### src/rtl/burst_pkg.sv
package burst_pkg;

    typedef enum logic {
        ORDER_LINEAR      = 1'b0,
        ORDER_INTERLEAVED = 1'b1
    } burst_order_e;

    typedef enum logic [1:0] {
        CMD_HOLD    = 2'd0,
        CMD_LOAD    = 2'd1,
        CMD_ADVANCE = 2'd2
    } burst_cmd_e;

    function automatic burst_cmd_e decode_cmd(input logic ce_n, input logic adv_ld);
        burst_cmd_e cmd;
        if (ce_n)
            cmd = CMD_HOLD;
        else if (adv_ld)
            cmd = CMD_ADVANCE;
        else
            cmd = CMD_LOAD;
        return cmd;
    endfunction

endpackage

### src/rtl/burst_start_reg.sv
module burst_start_reg
    import burst_pkg::*;
#(
    parameter int ADDR_W  = 20,
    parameter int BURST_W = 2
) (
    input  logic                      clk,
    input  logic                      rst,
    input  burst_cmd_e                cmd,
    input  logic [ADDR_W-1:0]         addr_in,
    input  logic                      order_n,
    output logic [ADDR_W-BURST_W-1:0] upper_q,
    output logic [BURST_W-1:0]        start_q,
    output burst_order_e              order_q
);
    // Captures the base address and beat order only on a load cycle.
    always_ff @(posedge clk) begin
        if (rst) begin
            upper_q <= '0;
            start_q <= '0;
            order_q <= ORDER_INTERLEAVED;
        end else if (cmd == CMD_LOAD) begin
            upper_q <= addr_in[ADDR_W-1:BURST_W];
            start_q <= addr_in[BURST_W-1:0];
            order_q <= burst_order_e'(order_n);
        end
    end
endmodule

### src/rtl/burst_step_ctr.sv
module burst_step_ctr
    import burst_pkg::*;
#(
    parameter int BURST_W = 2
) (
    input  logic               clk,
    input  logic               rst,
    input  burst_cmd_e         cmd,
    output logic [BURST_W-1:0] step_q
);
    localparam logic [BURST_W-1:0] STEP_ONE = {{(BURST_W-1){1'b0}}, 1'b1};

    // Beat counter: cleared by a load, wraps naturally at 2**BURST_W.
    always_ff @(posedge clk) begin
        if (rst)
            step_q <= '0;
        else begin
            case (cmd)
                CMD_LOAD:    step_q <= '0;
                CMD_ADVANCE: step_q <= step_q + STEP_ONE;
                default:     step_q <= step_q;
            endcase
        end
    end
endmodule

### src/rtl/burst_order_map.sv
module burst_order_map
    import burst_pkg::*;
#(
    parameter int BURST_W = 2
) (
    input  logic [BURST_W-1:0] start,
    input  logic [BURST_W-1:0] step,
    input  burst_order_e       order,
    output logic [BURST_W-1:0] low
);
    logic [BURST_W-1:0] lin_low;
    logic [BURST_W-1:0] ilv_low;

    // Both variants are built per bit width; the order picks one.
    genvar b;
    generate
        for (b = 0; b < BURST_W; b++) begin : g_ilv
            assign ilv_low[b] = start[b] ^ step[b];
        end
    endgenerate

    assign lin_low = start + step;

    always_comb begin
        if (order == ORDER_INTERLEAVED)
            low = ilv_low;
        else
            low = lin_low;
    end
endmodule

### src/rtl/burst_addr_gen.sv
module burst_addr_gen
    import burst_pkg::*;
#(
    parameter int ADDR_W  = 20,
    parameter int BURST_W = 2
) (
    input  logic              clk,
    input  logic              rst,
    input  logic              ce_n,
    input  logic              adv_ld,
    input  logic              order_n,
    input  logic [ADDR_W-1:0] addr_in,
    output logic [ADDR_W-1:0] addr_out
);
    localparam int UPPER_W = ADDR_W - BURST_W;

    burst_cmd_e         cmd;
    logic [UPPER_W-1:0] upper_q;
    logic [BURST_W-1:0] start_q;
    logic [BURST_W-1:0] step_q;
    logic [BURST_W-1:0] low;
    burst_order_e       order_q;

    always_comb cmd = decode_cmd(ce_n, adv_ld);

    burst_start_reg #(.ADDR_W(ADDR_W), .BURST_W(BURST_W)) u_start (
        .clk     (clk),
        .rst     (rst),
        .cmd     (cmd),
        .addr_in (addr_in),
        .order_n (order_n),
        .upper_q (upper_q),
        .start_q (start_q),
        .order_q (order_q)
    );

    burst_step_ctr #(.BURST_W(BURST_W)) u_step (
        .clk    (clk),
        .rst    (rst),
        .cmd    (cmd),
        .step_q (step_q)
    );

    burst_order_map #(.BURST_W(BURST_W)) u_map (
        .start (start_q),
        .step  (step_q),
        .order (order_q),
        .low   (low)
    );

    assign addr_out = {upper_q, low};
endmodule

### config.mk
export PLATFORM = sky130hd
export DESIGN_NAME = burst_addr_gen
export DESIGN_NICKNAME = d
export VERILOG_FILES = /design/src/rtl/burst_pkg.sv /design/src/rtl/burst_start_reg.sv /design/src/rtl/burst_step_ctr.sv /design/src/rtl/burst_order_map.sv /design/src/rtl/burst_addr_gen.sv
export SDC_FILE = /design/constraint.sdc
export NUM_CORES = 1
export LEC_CHECK = 0
export BUFFER_PORTS_ARGS = -buffer_cell sky130_fd_sc_hd__buf_2
export CORE_MARGIN = 4
export CORE_UTILIZATION = 26
export DETAILED_ROUTE_END_ITERATION = 8
export MAX_ROUTING_LAYER = met4
export SLEW_MARGIN = 15
export SYNTH_ARGS = -nofsm -noshare
export SYNTH_HDL_FRONTEND = slang
export SYNTH_HIERARCHICAL = 1
export SYNTH_SLANG_ARGS = --single-unit
### constraint.sdc
create_clock -name clk -period 1.3 [get_ports clk]
set_input_delay 0.13 -clock clk [delete_from_list [all_inputs] [get_ports clk]]
set_output_delay 0.13 -clock clk [all_outputs]
set_load 0.01 [all_outputs]
=== Yosys cells after proc, flatten, opt, wreduce, memory -nomap -nowiden ===
Index checks and enable logic that the tools add are counted.

* Add/subtract/negate cells: 2
* Eq/ne operators: 2
* Multiplexer cells: 4
* Bitwise gates (word level): 2
* Reduce and logical (&&, ||, !) cells: 1

{| class="wikitable"
|+ Operators by type and width
! operator !! number
|-
| $mux W2 || 3
|-
| $pmux W2 S2 || 1
|-
| $add A2 B1 Y2 const B || 1
|-
| $add A2 B2 Y2 || 1
|-
| $eq A2 B1 Y1 const B || 1
|-
| $eq A2 B2 Y1 const B || 1
|-
| $reduce_bool A2 Y1 || 1
|-
| $xor A1 B1 Y1 || 2
|}

* Register bits after elaboration: 23
* Input port bits: 25
* Output and inout bits: 20

=== Longest topological paths before layout ===
* Depth after elaboration: 4
* Mapped depth: 6
* Gate-level depth less buffers: 6

=== Cells and area by module ===
The synthesis kept the hierarchy.

{| class="wikitable"
|+ By module, submodules not included
! module !! instances !! cells an instance !! area each (um^2)
|-
| burst_start_reg || 1 || 95 || 959.7
|-
| burst_step_ctr || 1 || 11 || 105.1
|-
| burst_order_map || 1 || 4 || 36.3
|-
| burst_addr_gen || 1 || 2 || 12.5
|}

=== Worst setup path before layout ===
Ideal clock, no wire load.

* Path kind: input to register
* From: in ce_n
* To: reg u_step.step_q[1]
* Arrival time: 965 ps
* Data required time: 1,234 ps
* Slack: 269 ps
* Cell stages on the path: 6
* Path through: nor2_1 > inv_1 > ha_1 > nor2_1 > nand3_1 > a21oi_2

* Cells in the longest elaborated chain, start to end: 3
* Elaborated cells between the ends (all ways): 5
* Those cells by class: eq/ne (2); mux (2); reduce/logical (1)

{| class="wikitable"
|+ Ends and longest elaborated chain
! element !! RTL line !! text
|-
| start, declared || burst_addr_gen.sv:9 || <nowiki>input logic ce_n,</nowiki>
|-
| $mux W2 * || burst_pkg.sv:16 || <nowiki>if (ce_n)</nowiki>
|-
| $eq A2 B2 Y1 / $eq A2 B1 Y1 (equally long branches) || burst_step_ctr.sv:18 || <nowiki>case (cmd)</nowiki>
|-
| $pmux W2 S2 / $reduce_bool A2 Y1 (equally long branches) || n/a ||
|-
| end signal, assigned || burst_step_ctr.sv:20 || <nowiki>CMD_ADVANCE: step_q <= step_q + STEP_ONE;</nowiki>
|-
| end signal, assigned || burst_step_ctr.sv:21 || <nowiki>default: step_q <= step_q;</nowiki>
|-
| end, declared || burst_step_ctr.sv:9 || <nowiki>output logic [BURST_W-1:0] step_q</nowiki>
|}

Mark *: on every way between the ends. The rest lies on a longest branch, timed or not.
A chain may end at the register's enable or synchronous reset.

=== Final worst setup path ===
* From: reg u_step.step_q[0]
* To: out addr_out[1]

* Cells in the longest elaborated chain, start to end: 2

{| class="wikitable"
|+ Ends and longest elaborated chain
! element !! RTL line !! text
|-
| $add A2 B2 Y2 || burst_order_map.sv:22 || <nowiki>assign lin_low = start + step;</nowiki>
|-
| $mux W2 || burst_order_map.sv:25 || <nowiki>if (order == ORDER_INTERLEAVED)</nowiki>
|-
| end, declared || burst_addr_gen.sv:13 || <nowiki>output logic [ADDR_W-1:0] addr_out</nowiki>
|}

No other way between the ends.

==> out/results.txt <==
status = finished, final reports clean
share of cells above drive strength 1 = 41.4%
gpl congestion = 0.684
Clock transition at path regs = 0.09 ns
Setup crit end kind = primary output
drt total wl = 2.53 mm
Worst Setup EP = addr_out[1]
Rows = 23
Synth area leader = dfxtp_1
Slew Limit Fails = 0
DR WL/cell = 12.2 um
Pre-antenna DRT Iters = 4
reg2reg start = u_step/step_q[0]
max-cap viol count = 0
Worst Hold Class = primary input to flip-flop
vias per inst = 4.60
first-pass GRT wire length = 4.06 mm
Syn Inst Count = 112
crit path kind = flip-flop to primary output
# diodes = 0
Required @ worst endpoint = 1.17 ns
Post-Syn Area = 0.00111 mm^2
Crit. Startpoint = u_step/step_q[0]
maximum number of pins on one net before global-route repair = 45
final worst path period need = 1.26 ns
TritonCTS Sinks = 23
worst-case vdd ir drop = 372 uV
port bufs = 44
IO Count = 45
top_reg_cell synth = dfxtp_1
Seq cells post-synth = 23
nets@finish = 185
area post-placement = 0.00140 mm^2
global route overflow = 0
count leader, synth = dfxtp_1
YS warnings = 6
CP Max Fanout = 2
Clock Latency Late Sink = 0.26 ns
fmax = 0.791 GHz
post-route ant nets = 0
Yosys cell types = 18
Mapped Nets = 139
CP Launch Type = flip-flop
HPWL after detailed placement = 1.78 mm
Mapped Avg Cell Area = 9.94 um^2
Final Skew = 0.000562 ns
Worst Setup Slack, final = 0.0356 ns
Fin. Hold Viols = 0
RSZ-0062 raised after global routing = yes
Syn-to-layout area delta = 32.9%
cts hold-fix bufs = 0
top cells by count, synth = dfxtp_1 (23), nand2b_1 (20), nand4bb_1 (20), o21ai_1 (20)
post-synth top area share = 41.3%
TritonCTS buffer count = 3
starting density of the core = 27.4%
FF-to-FF End = u_step/step_q[1]
1st-iter DRT viols = 19
Leakage = 0.610 nW
Fin Hold WS = 0.129 ns
Via Count = 952
All-Layer GR Usage = 9.59%
Synth area leaders = dfxtp_1 (41%), nand4bb_1 (20%), nand2b_1 (11%)
Die X = 73.4 um
Die H = 73.4 um
Final Power = 1.43 mW
Placement Setup Slack = -0.0555 ns
measured slew at the worst slew-check pin = 0.511 ns
post-synthesis sequential area ratio = 41.3%
Root Buffer = clkbuf_8
Worst R2R Path Depth = 4
die area = 0.00539 mm^2
Power per Cell Area = 963 mW/mm^2
Final period util = 97.3%
fillcell total = 426
R2R Setup Slk = 0.44 ns
CP Data Arrival Time = 1.13 ns
final setup violation count = 0
Slew headroom = 65.8%
vias in the first global route = 880
TritonCTS clock tree = done
Longest Clk Path Bufs = 2
Core Region = 0.00406 mm^2
initial antenna violation count = 0
final instance area = 0.00148 mm^2
EDFF count, synth = 0
H-tree depth = 1
Post-synth ARST share = 0%
drt drc = 0
logic make-up (layout without fill, tap and decap cells):
family          Yosys count  in the layout  synth area share (%)
compound gates           22             22                  10.6
xor+xnor                  2              2                  1.57
fa+ha+maj                 2              2                  2.25
buf+inv                  11             56                  5.50
flops                    23             23                  41.3
mux                       2              2                  1.80
simple gates             50             50                  37.0
final cells by class:
class                   count  area [um^2]  area share [%]
clock buffers               3         41.3            2.79
clock inverters             1         5.00           0.338
inverters                   1         3.75           0.254
multi-input cells          78          619            41.8
flip-flops and latches     23          463            31.3
well taps                  50         62.6            4.23
repair buffers             51          285            19.3
worst max-delay path: stages (launching register included):
cell	delay (ns)
dfxtp_2	0.34
ha_4	0.15
nor2b_4	0.11
xnor2_1	0.12
buf_2	0.15
layout by cell type, fill, tap and decap left out:
| master | synthesis | final |
|---|---|---|
| nor2_1 | 5 | 5 |
| buf_2 | 5 | 44 |
| buf_12 | 0 | 1 |
| dfxtp_2 | 0 | 2 |
| ha_1 | 2 | 1 |
| nor2b_2 | 2 | 2 |
| clkinv_2 | 0 | 1 |
| ha_4 | 0 | 1 |
| o21ai_1 | 20 | 20 |
| inv_1 | 1 | 1 |
| clkbuf_8 | 0 | 3 |
| o21ai_2 | 1 | 1 |
| nand2b_1 | 20 | 20 |
| dfxtp_1 | 23 | 21 |
| xnor2_1 | 2 | 1 |
| buf_4 | 3 | 6 |
| nand3_1 | 1 | 1 |
| mux2i_1 | 2 | 2 |
| xnor2_2 | 0 | 1 |
| nand4bb_1 | 20 | 20 |
| nor2b_4 | 1 | 2 |
| a21oi_2 | 1 | 1 |
routing by layer:
layer / vias to the layer above / wire [um] / track usage, %
li1: 481 / - / -
met1: 439 / 1230 / 13.2
met2: 30 / 1130 / 14.6
met3: 2 / 160 / 1.64
met4: 0 / 5 / 2.41
met5: - / 0 / -
sequential cells by signal (all words and copies together) (netlist names):
| register | flops |
|---|---|
| u_step/step_q | 2 |
| u_start/upper_q | 18 |
| u_start/order_q | 1 |
| u_start/start_q | 2 |
how the worst min path moves through the flow:
stage | startpoint | endpoint | slack, ns | depth (start not counted)
2_1_floorplan | rst | u_step/step_q[1] | 0.19 | 1
3_3_place_gp | order_n | u_start/order_q | 0.39 | 3
3_5_place_dp | order_n | u_start/order_q | 0.40 | 3
4_1_cts | addr_in[6] | u_start/upper_q[4] | 0.12 | 3
5_1_grt | addr_in[6] | u_start/upper_q[4] | 0.14 | 3
6_report | addr_in[19] | u_start/upper_q[17] | 0.13 | 3
power by group:
part           switching [mW]  total [mW]  internal (mW)
logic                   0.105       0.226          0.121
clock network           0.233       0.447          0.214
registers              0.0179       0.753          0.735
total                   0.356        1.43           1.07
through the flow:
step	TNS (ns)	cells	util, %
after floorplan	0	112	-
after global placement	-0.00361	202	34.4
after detailed placement	-0.660	202	34.4
after CTS	-0.0167	207	36.0
after global routing	-0.0124	207	36.5
final	0	207	36.5
repair_timing:
| item | CTS | global route |
|---|---|---|
| setup endpoints to repair | 1 | 1 |
| resized for setup | 5 | 2 |
| gates cloned | 0 | 0 |
| setup buffers | 1 | 0 |
| pin swaps | 1 | 2 |
No activity file was read; power rests on OpenSTA's default activity.
